[src/rtl/rcp_pkg.sv]
package rcp_pkg;

    // width of the fast stage, where corrections are applied
    localparam int STAGE_BITS = 8;
    // width of the calibration magnitude field
    localparam int CAL_BITS   = 5;

    typedef enum logic [1:0] {
        ST_HALT    = 2'd0,
        ST_COUNT   = 2'd1,
        ST_STRETCH = 2'd2
    } div_state_e;

    typedef struct packed {
        logic                out_lvl;  // static pin level when test is off
        logic                ft_en;    // frequency-test enable
        logic                cal_pos;  // 1: shorten seconds, 0: lengthen
        logic [CAL_BITS-1:0] cal_mag;  // number of minute pairs corrected
    } ctrl_t;

    localparam ctrl_t CTRL_POR = '{out_lvl: 1'b1, ft_en: 1'b0, cal_pos: 1'b0, cal_mag: '0};

endpackage

[src/rtl/rcp_stage_div.sv]
module rcp_stage_div
    import rcp_pkg::*;
#(
    parameter int HI_BITS = 7
) (
    input  logic clk,
    input  logic rst_n,
    input  logic stop,
    input  logic osc_en,
    input  logic shorten,
    input  logic lengthen,
    output logic sec_end,
    output logic tick
);

    localparam int HI_COUNT = 1 << HI_BITS;
    localparam logic [HI_BITS-1:0] HI_FULL  = HI_BITS'(HI_COUNT - 1);
    localparam logic [HI_BITS-1:0] HI_SHORT = HI_BITS'(HI_COUNT - 2);
    localparam logic [STAGE_BITS-1:0] LO_LAST  = '1;
    localparam logic [STAGE_BITS-1:0] EXT_LAST = STAGE_BITS'((1 << (STAGE_BITS - 1)) - 1);

    div_state_e             st_q, st_d;
    logic [STAGE_BITS-1:0]  lo_q, lo_d;
    logic [HI_BITS-1:0]     hi_q, hi_d;
    logic [HI_BITS-1:0]     end_hi;

    assign end_hi = shorten ? HI_SHORT : HI_FULL;

    // next-state and counter logic
    always_comb begin
        st_d    = st_q;
        lo_d    = lo_q;
        hi_d    = hi_q;
        sec_end = 1'b0;
        unique case (st_q)
            ST_HALT, ST_COUNT: begin
                st_d = ST_COUNT;
                if (osc_en) begin
                    lo_d = lo_q + 1'b1;
                    if (lo_q == LO_LAST) begin
                        if (hi_q == end_hi) begin
                            hi_d = '0;
                            if (lengthen) begin
                                st_d = ST_STRETCH;
                            end else begin
                                sec_end = 1'b1;
                            end
                        end else begin
                            hi_d = hi_q + 1'b1;
                        end
                    end
                end
            end
            ST_STRETCH: begin
                if (osc_en) begin
                    if (lo_q == EXT_LAST) begin
                        lo_d    = '0;
                        sec_end = 1'b1;
                        st_d    = ST_COUNT;
                    end else begin
                        lo_d = lo_q + 1'b1;
                    end
                end
            end
            default: st_d = ST_HALT;
        endcase
        if (stop) begin
            st_d    = ST_HALT;
            lo_d    = '0;
            hi_d    = '0;
            sec_end = 1'b0;
        end
    end

    // state register
    always_ff @(posedge clk or negedge rst_n) begin
        if (!rst_n) begin
            st_q <= ST_HALT;
            lo_q <= '0;
            hi_q <= '0;
        end else begin
            st_q <= st_d;
            lo_q <= lo_d;
            hi_q <= hi_d;
        end
    end

    // output register
    always_ff @(posedge clk or negedge rst_n) begin
        if (!rst_n) begin
            tick <= 1'b0;
        end else begin
            tick <= sec_end;
        end
    end


    tick_single_chk: assert property (@(posedge clk) disable iff (!rst_n)
        tick |=> !tick);


    halt_quiet_chk: assert property (@(posedge clk) disable iff (!rst_n)
        stop |=> !tick);


    stretch_entry_chk: assert property (@(posedge clk) disable iff (!rst_n)
        $rose(st_q == ST_STRETCH) |-> (lo_q == '0) && (hi_q == '0));

endmodule

[src/rtl/rcp_cycle_pos.sv]
module rcp_cycle_pos
    import rcp_pkg::*;
#(
    parameter int SEC_PER_MIN   = 60,
    parameter int MIN_PER_CYCLE = 64
) (
    input  logic                clk,
    input  logic                rst_n,
    input  logic                stop,
    input  logic                sec_end,
    input  logic                cal_pos,
    input  logic [CAL_BITS-1:0] cal_mag,
    output logic                shorten,
    output logic                lengthen
);

    localparam int SEC_W = (SEC_PER_MIN > 1) ? $clog2(SEC_PER_MIN) : 1;
    localparam int MIN_W = (MIN_PER_CYCLE > 1) ? $clog2(MIN_PER_CYCLE) : 1;
    localparam logic [SEC_W-1:0] SEC_LAST = SEC_W'(SEC_PER_MIN - 1);
    localparam logic [MIN_W-1:0] MIN_LAST = MIN_W'(MIN_PER_CYCLE - 1);
    localparam int ELIG = MIN_PER_CYCLE - 2;

    logic [SEC_W-1:0] sec_q;
    logic [MIN_W-1:0] min_q;
    logic [31:0]      min_w, lim_w;
    logic             mod_now;

    always_ff @(posedge clk or negedge rst_n) begin
        if (!rst_n) begin
            sec_q <= '0;
            min_q <= '0;
        end else if (stop) begin
            sec_q <= '0;
            min_q <= '0;
        end else if (sec_end) begin
            if (sec_q == SEC_LAST) begin
                sec_q <= '0;
                min_q <= (min_q == MIN_LAST) ? '0 : min_q + 1'b1;
            end else begin
                sec_q <= sec_q + 1'b1;
            end
        end
    end

    assign min_w   = 32'(min_q);
    assign lim_w   = 32'(cal_mag) << 1;
    assign mod_now = (sec_q == '0) && (min_w < lim_w) && (min_w < 32'(ELIG));
    assign shorten  = mod_now && cal_pos;
    assign lengthen = mod_now && !cal_pos;


    sec_step_chk: assert property (@(posedge clk) disable iff (!rst_n || stop)
        (sec_end && (sec_q != SEC_LAST)) |=> (sec_q == SEC_W'($past(sec_q) + 1'b1)));

endmodule

[src/rtl/rcp_test_out.sv]
module rcp_test_out #(
    parameter int FT_HALF_BITS = 5
) (
    input  logic clk,
    input  logic rst_n,
    input  logic stop,
    input  logic osc_en,
    input  logic ft_en,
    input  logic out_lvl,
    output logic pull_low
);

    localparam logic [FT_HALF_BITS-1:0] FT_LAST = '1;

    logic [FT_HALF_BITS-1:0] ft_cnt;
    logic                    ft_lvl;

    always_ff @(posedge clk or negedge rst_n) begin
        if (!rst_n) begin
            ft_cnt <= '0;
            ft_lvl <= 1'b1;
        end else if (stop) begin
            ft_cnt <= '0;
            ft_lvl <= 1'b1;
        end else if (osc_en) begin
            ft_cnt <= ft_cnt + 1'b1;
            if (ft_cnt == FT_LAST) begin
                ft_lvl <= !ft_lvl;
            end
        end
    end

    assign pull_low = ft_en ? !ft_lvl : !out_lvl;


    ft_hold_chk: assert property (@(posedge clk) disable iff (!rst_n)
        (!osc_en && !stop) |=> $stable(ft_lvl));

endmodule

[src/rtl/rtc_cal_prescaler.sv]
module rtc_cal_prescaler
    import rcp_pkg::*;
#(
    parameter int HI_BITS       = 7,
    parameter int SEC_PER_MIN   = 60,
    parameter int MIN_PER_CYCLE = 64,
    parameter int FT_HALF_BITS  = 5
) (
    input  logic       clk,
    input  logic       rst_n,
    input  logic       osc_en,
    input  logic [7:0] ctrl_byte,
    input  logic       stop,
    output logic       tick_1hz,
    output logic       pin_pull_low
);

    ctrl_t ctrl_q;
    logic  sec_end;
    logic  shorten;
    logic  lengthen;

    always_ff @(posedge clk or negedge rst_n) begin
        if (!rst_n) begin
            ctrl_q <= CTRL_POR;
        end else begin
            ctrl_q <= ctrl_t'(ctrl_byte);
        end
    end

    rcp_stage_div #(
        .HI_BITS (HI_BITS)
    ) u_div (
        .clk      (clk),
        .rst_n    (rst_n),
        .stop     (stop),
        .osc_en   (osc_en),
        .shorten  (shorten),
        .lengthen (lengthen),
        .sec_end  (sec_end),
        .tick     (tick_1hz)
    );

    rcp_cycle_pos #(
        .SEC_PER_MIN   (SEC_PER_MIN),
        .MIN_PER_CYCLE (MIN_PER_CYCLE)
    ) u_pos (
        .clk      (clk),
        .rst_n    (rst_n),
        .stop     (stop),
        .sec_end  (sec_end),
        .cal_pos  (ctrl_q.cal_pos),
        .cal_mag  (ctrl_q.cal_mag),
        .shorten  (shorten),
        .lengthen (lengthen)
    );

    rcp_test_out #(
        .FT_HALF_BITS (FT_HALF_BITS)
    ) u_out (
        .clk      (clk),
        .rst_n    (rst_n),
        .stop     (stop),
        .osc_en   (osc_en),
        .ft_en    (ctrl_q.ft_en),
        .out_lvl  (ctrl_q.out_lvl),
        .pull_low (pin_pull_low)
    );


    reset_release_chk: assert property (@(posedge clk) disable iff (!rst_n)
        $rose(rst_n) |-> !tick_1hz);

endmodule

[config.mk]
export PLATFORM = sky130hd
export DESIGN_NAME = rtc_cal_prescaler
export DESIGN_NICKNAME = d
export VERILOG_FILES = /design/src/rtl/rcp_pkg.sv /design/src/rtl/rcp_stage_div.sv /design/src/rtl/rcp_cycle_pos.sv /design/src/rtl/rcp_test_out.sv /design/src/rtl/rtc_cal_prescaler.sv
export SDC_FILE = /design/constraint.sdc
export NUM_CORES = 1
export LEC_CHECK = 0
export ABC_AREA = 1
export BUFFER_PORTS_ARGS = -buffer_cell sky130_fd_sc_hd__clkbuf_2
export CORE_ASPECT_RATIO = 0.8
export CORE_UTILIZATION = 58
export DETAILED_ROUTE_END_ITERATION = 6
export GPL_TIMING_DRIVEN = 1
export PLACE_DENSITY_LB_ADDON = 0.25
export SETUP_SLACK_MARGIN = 0.5
export SYNTH_ARGS = -nofsm -noshare
export SYNTH_HDL_FRONTEND = slang
export SYNTH_HIERARCHICAL = 1
export SYNTH_SLANG_ARGS = --single-unit
[constraint.sdc]
create_clock -name clk -period 3.9 [get_ports clk]
set_input_delay 0.78 -clock clk [delete_from_list [all_inputs] [get_ports clk]]
set_output_delay 0.78 -clock clk [all_outputs]
set_load 0.03 [all_outputs]
==> metrics <==
Routed Antenna Nets=0; Detailed Route Iter0 Violations=between 100 and 150; Max Fclk=roughly 380 MHz; status=complete, no violations; Final Hold Viols=0; maximum clock path buffer count=2; most frequent cell after synthesis=nand2_1; Synth area leaders=dfrtp_1 (42%), nand2_1 (12%), nand3_1 (6.6%); Clk network pwr share=32.3%; Cells after Synth=317; Initial Util=60.1%; kind of cell adding the most delay to the critical path=simple AND/OR/NAND/NOR gates; synth warn=6; CP Depth=20; Switch Pwr=approximately 230 uW; CP bufs+invs=2; Die X=75.6 um; die area=between 0.004 and 0.005 mm^2; main flop type after synthesis=dfrtp_1; CP max stage delay=between 0.4 and 0.5 ns; Die H=approximately 60 um; Rel. slew slack=a little over a quarter; Clock transition at path regs=0.08 ns; WL final=~4.5 mm; clk_lat worst skew=0.29 ns; first-pass iteration count of the detailed router=4; Least-Margin Pin Slew=approximately 1.1 ns; layout cells sized above 1=around 15%; row cnt=21; Synth Register Bits=44; cell mode on critical path=nand2_1; H-tree depth=2; RSZ-0062 raised after global routing=no; CP Max Fanout=7; max-slew violations=0; Worst Hold Class=flop to flop; vias per cell=5.06; Clock Sink Count=44; Routability Congestion=approximately 0.8; Slowest cell on crit path=dfrtp_1; CP Capture Type=flop; Filler cells=around 350; setup TNS=0 ns; Worst Path Required=slightly above 4 ns; total gr overflow=0; VDD IR max=about 0.4 mV; via count=about 2,000; CTS buffer count=5; HPWL Detailed=3.30 mm; post-CTS resize count=0; pwr dens=327 mW/mm^2; ANT cells=0; global-route wire length before repair=between 7 and 8 mm; Post-CTS Setup Bufs=0; met3 Track Usage GR=roughly 5.0%; share of the synthesized area in the top cell type=41.9%; synth unique cells=31; Reg2Reg Depth=20; Buffers on Ports=13; largest net degree at the start of global routing=between 40 and 50; area grow syn2layout=8.37%; Sequential Power Share=between 50% and 60%; Async SR Flop Fraction=between 90% and 100%; Clock Skew=0.00693 ns; Pint=around 660 uW; GRT Overall Usage=approximately 23%; Post-synth top cells=nand2_1 (83), dfrtp_1 (42), inv_1 (36), nor2_1 (36), nand3_1 (33); FF+latch area=roughly 0.0011 mm^2; M1 GR Usage=30.9%; fin nets=between 300 and 400; Leak Pwr=roughly 1.4 nW; Max-Cap Viols=0; Pwr Total=between 800 and 900 uW; Worst Setup Path Type=flop to flop; vias in the first global route=around 1,800; wire per inst=roughly 12 um; grt peak-use layer=met2; Mapped Nets=340; CTS tree=built; Seq/Total Area, Yosys=a little over two fifths; final worst-path cycle share=68.0%; Synth Area per Inst=7.92 um^2; hold depth=2; clk root buf=clkbuf_8; IO Count=14; Hold-fix buffers, CTS=0; Worst Setup Start Kind=flop; M2 GR Usage=a little under two fifths; area of the multi-input gates=around 0.0012 mm^2; EDFF count, synth=0; Post-Syn Area=approximately 0.0025 mm^2; minimum clock period=approximately 2.7 ns; Worst EP arrival=between 2 and 3 ns; initial antenna violation count=0; CP Cell Sequence=ha_1 -> a21oi_1 -> o21ai_0 -> nand2_1 -> nand3_1 -> nor2_1 -> nor2_1 -> inv_1 -> nand2_1 -> nor2_2 -> nand3_1 -> a21oi_1 -> nor2_2 -> inv_4 -> nand2_2 -> nor2_2 -> nand2_1 -> nand2_1 -> nand2_1 -> nor2_1; Gate power share=11.3%; Sw Ratio=approximately a quarter; Residual DRC=0; setup violators final=0; post-synth top area cell=dfrtp_1; core area=~0.0042 mm^2
[through the flow]
step	instances	area (um^2)	worst slack [ns]	hold slack, ns	utilization [%]
2_1_floorplan	317	2510	1.55	0.448	-
3_3_place_gp	384	2630	1.37	0.461	63.0
3_5_place_dp	384	2630	1.26	0.472	63.0
4_1_cts	392	2720	1.23	0.490	65.1
5_1_grt	392	2720	0.930	0.503	65.1
6_report	392	2720	1.25	0.490	65.1
[area by class of cell]
cell class | count | share of cell area, %
multi-input combinational | 228 | 45.2
sequential | 44 | 40.6
timing repair buffer | 13 | 2.39
tap | 57 | 2.62
inverter | 42 | 5.89
clock buffer | 8 | 3.31
[path summary, 6_finish.rpt]
path / startpoint / to / slack [ns]
worst min register to register: u_out/ft_cnt[4] / u_out/ft_cnt[4] / 0.49
max in group asynchronous: rst_n / u_out/ft_cnt[3] / 2.55
worst max-delay path: u_pos/min_q[3] / u_pos/sec_q[4] / 1.25
worst max register to register: u_pos/min_q[3] / u_pos/sec_q[4] / 1.25
min in group asynchronous: rst_n / u_pos/sec_q[5] / 0.69
worst min-delay path: u_out/ft_cnt[4] / u_out/ft_cnt[4] / 0.49
[cells in the final DEF (no fill, tap or decap), drive strengths merged]
| cell type | synthesis | routed |
|---|---|---|
| a21oi | 11 | 11 |
| clkbuf | 1 | 21 |
| dfrtp | 42 | 42 |
| dfstp | 2 | 2 |
| ha | 11 | 11 |
| inv | 42 | 42 |
| mux2i | 1 | 1 |
| nand2 | 92 | 92 |
| nand3 | 36 | 36 |
| nand4 | 5 | 5 |
| nor2 | 45 | 45 |
| nor3 | 3 | 3 |
| o21ai | 12 | 12 |
| o21bai | 1 | 1 |
| or2 | 1 | 1 |
| xnor2 | 2 | 2 |
| xor2 | 8 | 8 |
[power by group through the flow]
stage | logic [mW] | clock network [mW] | registers (mW)
floorplan | 0.0736 | 0 | 0.504
global route | 0.119 | 0.317 | 0.505
CTS | 0.102 | 0.298 | 0.502
finish | 0.101 | 0.288 | 0.502
detailed placement | 0.101 | 0 | 0.511
global placement | 0.0983 | 0 | 0.510
[worst reg2reg max path: stages, from the launching register on]
cell	delay (ns)
dfrtp_1	0.46
ha_1	0.32
a21oi_1	0.12
o21ai_0	0.09
nand2_1	0.06
nand3_1	0.08
nor2_1	0.14
nor2_1	0.07
inv_1	0.06
nand2_1	0.06
nor2_2	0.12
nand3_1	0.10
a21oi_1	0.29
nor2_2	0.11
inv_4	0.11
nand2_2	0.05
nor2_2	0.12
nand2_1	0.06
nand2_1	0.06
nand2_1	0.05
nor2_1	0.07
[flip-flops by register name, indices dropped and copies added (netlist names)]
name / flops
ctrl_q: 8
u_div/hi_q: 7
u_div/lo_q: 8
u_div/st_q: 2
u_div/tick: 1
u_out/ft_cnt: 5
u_out/ft_lvl: 1
u_pos/min_q: 6
u_pos/sec_q: 6
[routing by layer]
metal,vias to the layer above,share of wire [%]
li1,1031,-
met1,914,50
met2,32,44
met3,5,4.8
met4,0,0.93
met5,-,0
[cells by family (layout without fill, tap and decap cells)]
group                    count (synthesis)  in the layout  synth area share [%]
AO/OA/AOI/OAI                           24             24                  5.48
XOR/XNOR                                10             10                  3.49
adder cells (fa/ha/maj)                 11             11                  5.48
buffers and inverters                   45             63                  7.03
flip-flops                              44             44                  43.9
multiplexers                             1              1                 0.399
AND/OR/NAND/NOR                        182            182                  34.2
(Power assumes the default switching activity.)
